[config.mk]
export PLATFORM = sky130hd
export DESIGN_NAME = cache_err_monitor
export DESIGN_NICKNAME = d
export VERILOG_FILES = /design/src/rtl/cem_pkg.sv /design/src/rtl/cem_multihit.sv /design/src/rtl/cem_collision.sv /design/src/rtl/cem_status_reg.sv /design/src/rtl/cem_patch_gen.sv /design/src/rtl/cache_err_monitor.sv
export SDC_FILE = /design/constraint.sdc
export NUM_CORES = 1
export LEC_CHECK = 0
export ABC_AREA = 0
export ABC_CLOCK_PERIOD_IN_PS = 800
export BUFFER_PORTS_ARGS = -buffer_cell sky130_fd_sc_hd__buf_2
export CORE_MARGIN = 4
export CORE_UTILIZATION = 34
export DETAILED_ROUTE_END_ITERATION = 6
export GPL_TIMING_DRIVEN = 0
export HOLD_SLACK_MARGIN = 0.08
export PLACE_DENSITY = 0.88
export SLEW_MARGIN = 20
export SYNTH_ARGS = -nofsm -noshare
export SYNTH_HDL_FRONTEND = slang
export SYNTH_SLANG_ARGS = --single-unit
[constraint.sdc]
create_clock -name clk -period 0.8 [get_ports clk]
set_input_delay 0.12 -clock clk [delete_from_list [all_inputs] [get_ports clk]]
set_output_delay 0.12 -clock clk [all_outputs]
set_load 0.01 [all_outputs]
[src/rtl/cem_pkg.sv]
package cem_pkg;
    // status bit positions above the per-line collision field
    localparam int EVT_NACK      = 0;
    localparam int EVT_RD_MULTI  = 1;
    localparam int EVT_WR_MULTI  = 2;
    localparam int EVT_INV_DIRTY = 3;
    localparam int NUM_EVT       = 4;

    typedef enum logic {
        SW_SEL_SET = 1'b0,
        SW_SEL_CLR = 1'b1
    } sw_sel_e;
endpackage

[src/rtl/cem_multihit.sv]
module cem_multihit #(
    parameter int N = 4
) (
    input  logic         en,
    input  logic [N-1:0] hit,
    input  logic [N-1:0] valid,
    output logic         multi
);
    localparam logic [N-1:0] ONE = N'(1);

    logic [N-1:0] match_d;

    always_comb begin
        match_d = hit & valid;
        // more than one bit set iff clearing the lowest set bit leaves something
        multi   = en && ((match_d & (match_d - ONE)) != '0);
    end
endmodule

[src/rtl/cem_collision.sv]
module cem_collision #(
    parameter int N     = 4,
    parameter int TAG_W = 26
) (
    input  logic               snoop_valid,
    input  logic [TAG_W-1:0]   snoop_line,
    input  logic [N-1:0]       valid,
    input  logic [N-1:0]       dirty,
    input  logic [N*TAG_W-1:0] tags,
    output logic [N-1:0]       hit
);
    for (genvar n = 0; n < N; n++) begin : g_line
        logic tag_eq_d;
        always_comb begin
            tag_eq_d = (tags[n*TAG_W +: TAG_W] == snoop_line);
            hit[n]   = snoop_valid && valid[n] && dirty[n] && tag_eq_d;
        end
    end
endmodule

[src/rtl/cem_status_reg.sv]
module cem_status_reg #(
    parameter int W = 8
) (
    input  logic         clk,
    input  logic         rst_n,
    input  logic [W-1:0] hw_set,
    input  logic         sw_wr,
    input  logic         sw_sel,
    input  logic [W-1:0] sw_wdata,
    output logic [W-1:0] status_q
);
    import cem_pkg::*;

    typedef struct packed {
        logic [W-1:0] bits;
    } stat_t;

    stat_t st_d, st_q;
    logic [W-1:0] clr_d, set_d;

    always_comb begin
        clr_d = (sw_wr && sw_sel == SW_SEL_CLR) ? sw_wdata : '0;
        set_d = (sw_wr && sw_sel == SW_SEL_SET) ? sw_wdata : '0;
        // clear first, then OR in sets so a hardware event wins
        st_d.bits = (st_q.bits & ~clr_d) | set_d | hw_set;
    end

    always_ff @(posedge clk or negedge rst_n) begin
        if (!rst_n) st_q <= '0;
        else        st_q <= st_d;
    end

    assign status_q = st_q.bits;
endmodule

[src/rtl/cem_patch_gen.sv]
module cem_patch_gen #(
    parameter int               PATCH_W = 32,
    parameter int               SIG_W   = 12,
    parameter logic [SIG_W-1:0] SIG_VAL = 12'hBAD,
    localparam int              OFS_W   = PATCH_W - SIG_W
) (
    input  logic               clk,
    input  logic               rst_n,
    input  logic               nack,
    input  logic [OFS_W-1:0]   offset,
    output logic               patch_valid_q,
    output logic [PATCH_W-1:0] patch_data_q
);
    typedef struct packed {
        logic               vld;
        logic [PATCH_W-1:0] data;
    } patch_t;

    patch_t pt_d, pt_q;

    always_comb begin
        pt_d.vld  = nack;
        pt_d.data = nack ? {offset, SIG_VAL} : pt_q.data;
    end

    always_ff @(posedge clk or negedge rst_n) begin
        if (!rst_n) pt_q <= '0;
        else        pt_q <= pt_d;
    end

    assign patch_valid_q = pt_q.vld;
    assign patch_data_q  = pt_q.data;
endmodule

[src/rtl/cache_err_monitor.sv]
module cache_err_monitor #(
    parameter int               NUM_LINES = 4,
    parameter int               TAG_W     = 26,
    parameter int               PATCH_W   = 32,
    parameter int               SIG_W     = 12,
    parameter logic [SIG_W-1:0] SIG_VAL   = 12'hBAD,
    parameter logic [7:0]       HDR_OFS   = 8'h0C,
    localparam int              IDX_W     = (NUM_LINES > 1) ? $clog2(NUM_LINES) : 1,
    localparam int              OFS_W     = PATCH_W - SIG_W,
    localparam int              STAT_W    = NUM_LINES + cem_pkg::NUM_EVT
) (
    input  logic                      clk,
    input  logic                      rst_n,
    input  logic                      rd_en,
    input  logic [NUM_LINES-1:0]      rd_hit,
    input  logic                      wr_en,
    input  logic [NUM_LINES-1:0]      wr_hit,
    input  logic [NUM_LINES-1:0]      line_valid,
    input  logic [NUM_LINES-1:0]      line_dirty,
    input  logic [NUM_LINES*TAG_W-1:0] line_tag,
    input  logic                      snoop_valid,
    input  logic [TAG_W-1:0]          snoop_line,
    input  logic                      inval_req,
    input  logic [IDX_W-1:0]          inval_line,
    input  logic                      nack_pulse,
    input  logic [OFS_W-1:0]          nack_offset,
    input  logic                      sw_wr,
    input  logic                      sw_sel,
    input  logic [STAT_W-1:0]         sw_wdata,
    output logic [STAT_W-1:0]         status,
    output logic                      patch_valid,
    output logic [7:0]                patch_hdr_ofs,
    output logic [PATCH_W-1:0]        patch_data
);
    import cem_pkg::*;

    logic                 rd_multi_d, wr_multi_d, inv_dirty_d;
    logic [NUM_LINES-1:0] coll_d;
    logic [STAT_W-1:0]    hw_set_d;

    cem_multihit #(.N(NUM_LINES)) u_rd_multi (
        .en(rd_en), .hit(rd_hit), .valid(line_valid), .multi(rd_multi_d)
    );

    cem_multihit #(.N(NUM_LINES)) u_wr_multi (
        .en(wr_en), .hit(wr_hit), .valid(line_valid), .multi(wr_multi_d)
    );

    cem_collision #(.N(NUM_LINES), .TAG_W(TAG_W)) u_coll (
        .snoop_valid(snoop_valid), .snoop_line(snoop_line),
        .valid(line_valid), .dirty(line_dirty), .tags(line_tag), .hit(coll_d)
    );

    always_comb begin
        inv_dirty_d = inval_req && line_valid[inval_line] && line_dirty[inval_line];
        hw_set_d                             = '0;
        hw_set_d[NUM_LINES-1:0]              = coll_d;
        hw_set_d[NUM_LINES + EVT_NACK]       = nack_pulse;
        hw_set_d[NUM_LINES + EVT_RD_MULTI]   = rd_multi_d;
        hw_set_d[NUM_LINES + EVT_WR_MULTI]   = wr_multi_d;
        hw_set_d[NUM_LINES + EVT_INV_DIRTY]  = inv_dirty_d;
    end

    cem_status_reg #(.W(STAT_W)) u_stat (
        .clk(clk), .rst_n(rst_n), .hw_set(hw_set_d),
        .sw_wr(sw_wr), .sw_sel(sw_sel), .sw_wdata(sw_wdata), .status_q(status)
    );

    cem_patch_gen #(.PATCH_W(PATCH_W), .SIG_W(SIG_W), .SIG_VAL(SIG_VAL)) u_patch (
        .clk(clk), .rst_n(rst_n), .nack(nack_pulse), .offset(nack_offset),
        .patch_valid_q(patch_valid), .patch_data_q(patch_data)
    );

    assign patch_hdr_ofs = HDR_OFS;
endmodule

Yosys cells after proc, flatten, opt, wreduce, memory -nomap -nowiden
Index checks and enable logic that the tools add are counted.

Output and inout port bits: 49. Word-level logic and storage cells: 45. Register bits after elaboration: 37. Input port bits: 185.

$add $sub $neg: 2. $lt $le $gt $ge: 1. Muxes and demuxes: 6. Bitwise logic cells: 9. Equal/unequal tests: 4. Reductions and logical operators: 20.

Operators by type and width (count): == test 26 bit (4); logical AND 1 bit (18); bitwise AND 4 bit (4); two-way mux 8 bit (2); bitwise OR 8 bit (2); bitwise AND 8 bit (1); inverter 8 bit (1); nonzero test 4 bit (2); subtractor 4 x 1 -> 4 bit (second input constant) (2); binary-select mux 1 bit (select 2 bit) (2); less-than comparator 2 x 3 -> 1 bit (second input constant) (1); two-way mux 1 bit (2); inverter 1 bit (1).

Logic depth before layout (Yosys ltp)
Word-level depth: 6. Gate-level depth with buffers: 5. Depth with buffers taken out: 4.

Hierarchy
A second synthesis with hierarchy kept.

Cell total of the unflattened synthesis: 268. Area, all modules: 2722.6 um^2.

Modules (own cells, without submodules): cem_collision (cells an instance 147, area each 1181.1 um^2, seq. area each 0.0 um^2, times used 1); cem_patch_gen (cells an instance 57, area each 962.2 um^2, seq. area each 550.5 um^2, times used 1); cem_status_reg (cells an instance 33, area each 376.6 um^2, seq. area each 200.2 um^2, times used 1); cache_err_monitor (cells an instance 17, area each 107.6 um^2, seq. area each 0.0 um^2, times used 1); cem_multihit (cells an instance 7, area each 47.5 um^2, seq. area each 0.0 um^2, times used 2).

Worst setup path after synthesis
Ideal clock, no wire load.

Path kind: register to register. Start: register, netlist name u_patch.patch_data_q[11]. End: register u_patch.pt_q (netlist bit u_patch.patch_data_q[11]). Slack: -71 ps. Period minus slack after synthesis: 871 ps. Required time: 673 ps. Arrival time: 743 ps. Buffers on the path: 0. Library setup time: 127 ps. Cell stages (with the launch flop): 2. Cell sequence: dfrtp_1 -> or2_2.

RTL lines: to (signal assigned) (RTL line cem_patch_gen.sv:28) `else pt_q <= pt_d;`; to (decl) (RTL line cem_patch_gen.sv:19) `patch_t pt_d, pt_q;`.

==> metrics.cfg <==
[logic_synthesis]
synth_xor_area_share_pct=35.3
synth_top_area_cell=xor2_1
ys.flop_type=dfrtp_1
synthCells=268
yosys_warnings=0
yosysSeqAreaShare_pct=29.1
synthTopCellsByArea=xor2_1 (35%), dfrtp_1 (29%), mux2_2 (8.7%)
yosys_register_bits=30
netlist_area_sq_um=2580
ys_types=22
synth-simple-area-share_pct=15.6
syn_avg_cell_area_sq_um=9.63
ys_async_sr_fraction_pct=100
synth-edff-count=0
synthTopCellsByCount=xor2_1 (104), dfrtp_1 (30), mux2_2 (20)
synth_top_family_by_area=XOR/XNOR gates
synth_compound_area_share_pct=4.70
synth_top_area_share_pct=35.3
synth_most_common_cell=xor2_1
synthMuxAreaShare_pct=8.73
synthAdderAreaFrac_pct=0

[sta]
hold_viol=30
period_needed_ns=1.15
tightest_slew_ns=0.627
max_freq_mhz=870
fin_hold_ws_ns=-0.140
fin_skew_ns=0
relSlewSlack_pct=58.2
fin_crit_sh_pct=144
drv_slew=0
setup_viol=51
layout_setup_ws_ns=-0.350
rsz0062_at_grt=yes

[cts]
clock-root-buffer=clkbuf_8
ctsHoldBuffers=1
clk_pin_slew_ns=0.06
clkSinkCount=30
clk_latency_ns=0.27
tritoncts=yes
cts_buffers=5
clk_path_buf_depth=2
cts_max_level=2

[power]
net-switching-power_w=0.00167
sw_frac_of_total_pct=32.0
seq_power_share_pct=34.2
p_int_w=0.00354
p_leak_nw=2.23
ir_drop_mv=0.615
power.density_nw_per_um2=1140
pwr-share-comb_pct=42.9
finalPower_w=0.00520
clockPowerShare_pct=22.9

[detailed_routing]
drtPass1Iterations=4
first_iter_violations=57
ant_nets=0
num_vias=2947
drt_wl_total_mm=11.0
viasPerCell=4.78
wl_per_cell_um=17.8
remaining_drc_errors=0

[finish]
multi_input_area_sq_um=1970
antenna_cells=0
fillers=558
drive_gt1_share_pct=62.0
stdcell_area_sq_um=4560
regArea_sq_um=752
syn_to_final_growth_pct=76.6
fin_nets=702

[grt]
track_usage_pct=22.1
grt_pass1_wl_mm=15.3
antenna_found_initial=0
overflow=0
grt_max_degree=31
grt_pass1_vias=3148

[floorplanning]
io_pins=234
die_height_um=95.1
initial_core_util_pct=35.2
rows=31
core_sq_um=7330
fp.dieW_um=95.1
die_area_sq_um=9050

[setup_path]
critical_path_peak_fanout=9
rr_endpoint=u_stat.status_q[1]$_DFF_PN0_
critical_path_arrival_ns=1.03
worstSetupEndpointType=primary output
critPathLaunchType=flop
r2r_cells=2
r2r-start=u_stat.status_q[1]$_DFF_PN0_
required_ns=0.68
critPathKind=flop to primary output
ff2ff_setup_slack_ns=-0.11

[run]
cap_violations=0

[placed_design]
place_congestion=0.955
post-dp-hpwl_mm=9.00
placed_cell_area_sq_um=3840
pre_cts_slack_ns=-0.643
numPortBuffers=219

[hold_path]
hp-class=primary input to asynchronous set/reset pin

[outcome]
violations=negative hold slack, negative setup slack
status=complete, but fails checks

## cell families (layout without fill, tap and decap cells)
logic type,after synthesis,in the layout
simple gates,70,70
other cells,2,12
mux,20,20
xor+xnor,104,104
compound gates,19,19
buf+inv,23,263
flops,30,30
## final cells by class
class,instances,share of cell area [%]
plain buffers,23,3.57
well taps,99,2.72
multi-input cells,225,43.2
repair buffers,232,32.0
clock inverters,1,0.110
clock buffers,7,1.89
flip-flops and latches,30,16.5
## how the worst max path moves through the flow
stage,slack [ns],from,endpoint
after floorplan,-0.007,snoop_line[8],u_stat.status_q[0]$_DFF_PN0_
after global placement,-0.67,snoop_line[2],u_stat.status_q[3]$_DFF_PN0_
after detailed placement,-0.64,snoop_line[2],u_stat.status_q[3]$_DFF_PN0_
after CTS,-0.35,u_patch.patch_data_q[11]$_DFFE_PN0P_,patch_data[9]
after global routing,-0.38,u_patch.patch_data_q[11]$_DFFE_PN0P_,patch_data[9]
final,-0.35,u_patch.patch_data_q[11]$_DFFE_PN0P_,patch_data[2]
## routing by layer
layer / part of all wire (%) / vias to the layer above / GRT usage [%]
li1: - / 1383 / -
met1: 35 / 1339 / 22.6
met2: 52 / 189 / 43.0
met3: 8.9 / 36 / 4.58
met4: 3.9 / 0 / 9.25
met5: 0 / - / 0
## flip-flops by register name (all words and copies together), names as in the netlist
signal                 flops
u_patch.patch_data_q      21
u_stat.status_q            8
u_patch.patch_valid_q      1
## cell usage in the layout (no fill, tap or decap), drive strengths merged
cell	n
xor2	104
a22oi	4
nor3	4
a211o	1
nand3	10
clkbuf	10
or2	1
dfrtp	30
clkinv	1
a21oi	4
nand4	9
nor4	24
nand2	17
mux2	20
dlygate4sd3	1
o21ai	5
o211ai	5
nor2	5
buf	251
conb	12
## power by group through the flow
stage | sequential (W) | combinational, W | clock [W]
6_report | 0.00178 | 0.00223 | 0.00119
5_1_grt | 0.00180 | 0.00240 | 0.00133
4_1_cts | 0.00175 | 0.00203 | 0.00122
3_5_place_dp | 0.00178 | 0.00176 | 0
3_3_place_gp | 0.00176 | 0.00171 | 0
2_1_floorplan | 0.00185 | 0.000696 | 0
## per-stage QoR
stage                     std cells  TNS [ns]  utilization [%]
final                           617     -6.99             62.2
after global routing            617     -8.68             62.2
after CTS                       617     -7.06             59.0
after detailed placement        596     -6.28             52.4
after global placement          596     -5.56             52.4
after floorplan                 278   -0.0255                -
## critical path, cell delays in order (launching register included)
cell and delay (ns):
dfrtp_2 0.47, buf_4 0.16, buf_2 0.13
## repair_timing
item | 4_1_cts | 5_1_grt
endpoints found under the setup margin | 42 | 53
gates resized for setup | 58 | 50
buffers inserted | 12 | 0
endpoints found under the hold margin | 39 | 34
pin swaps | 27 | 22
No activity file was read; power rests on OpenSTA's default activity.
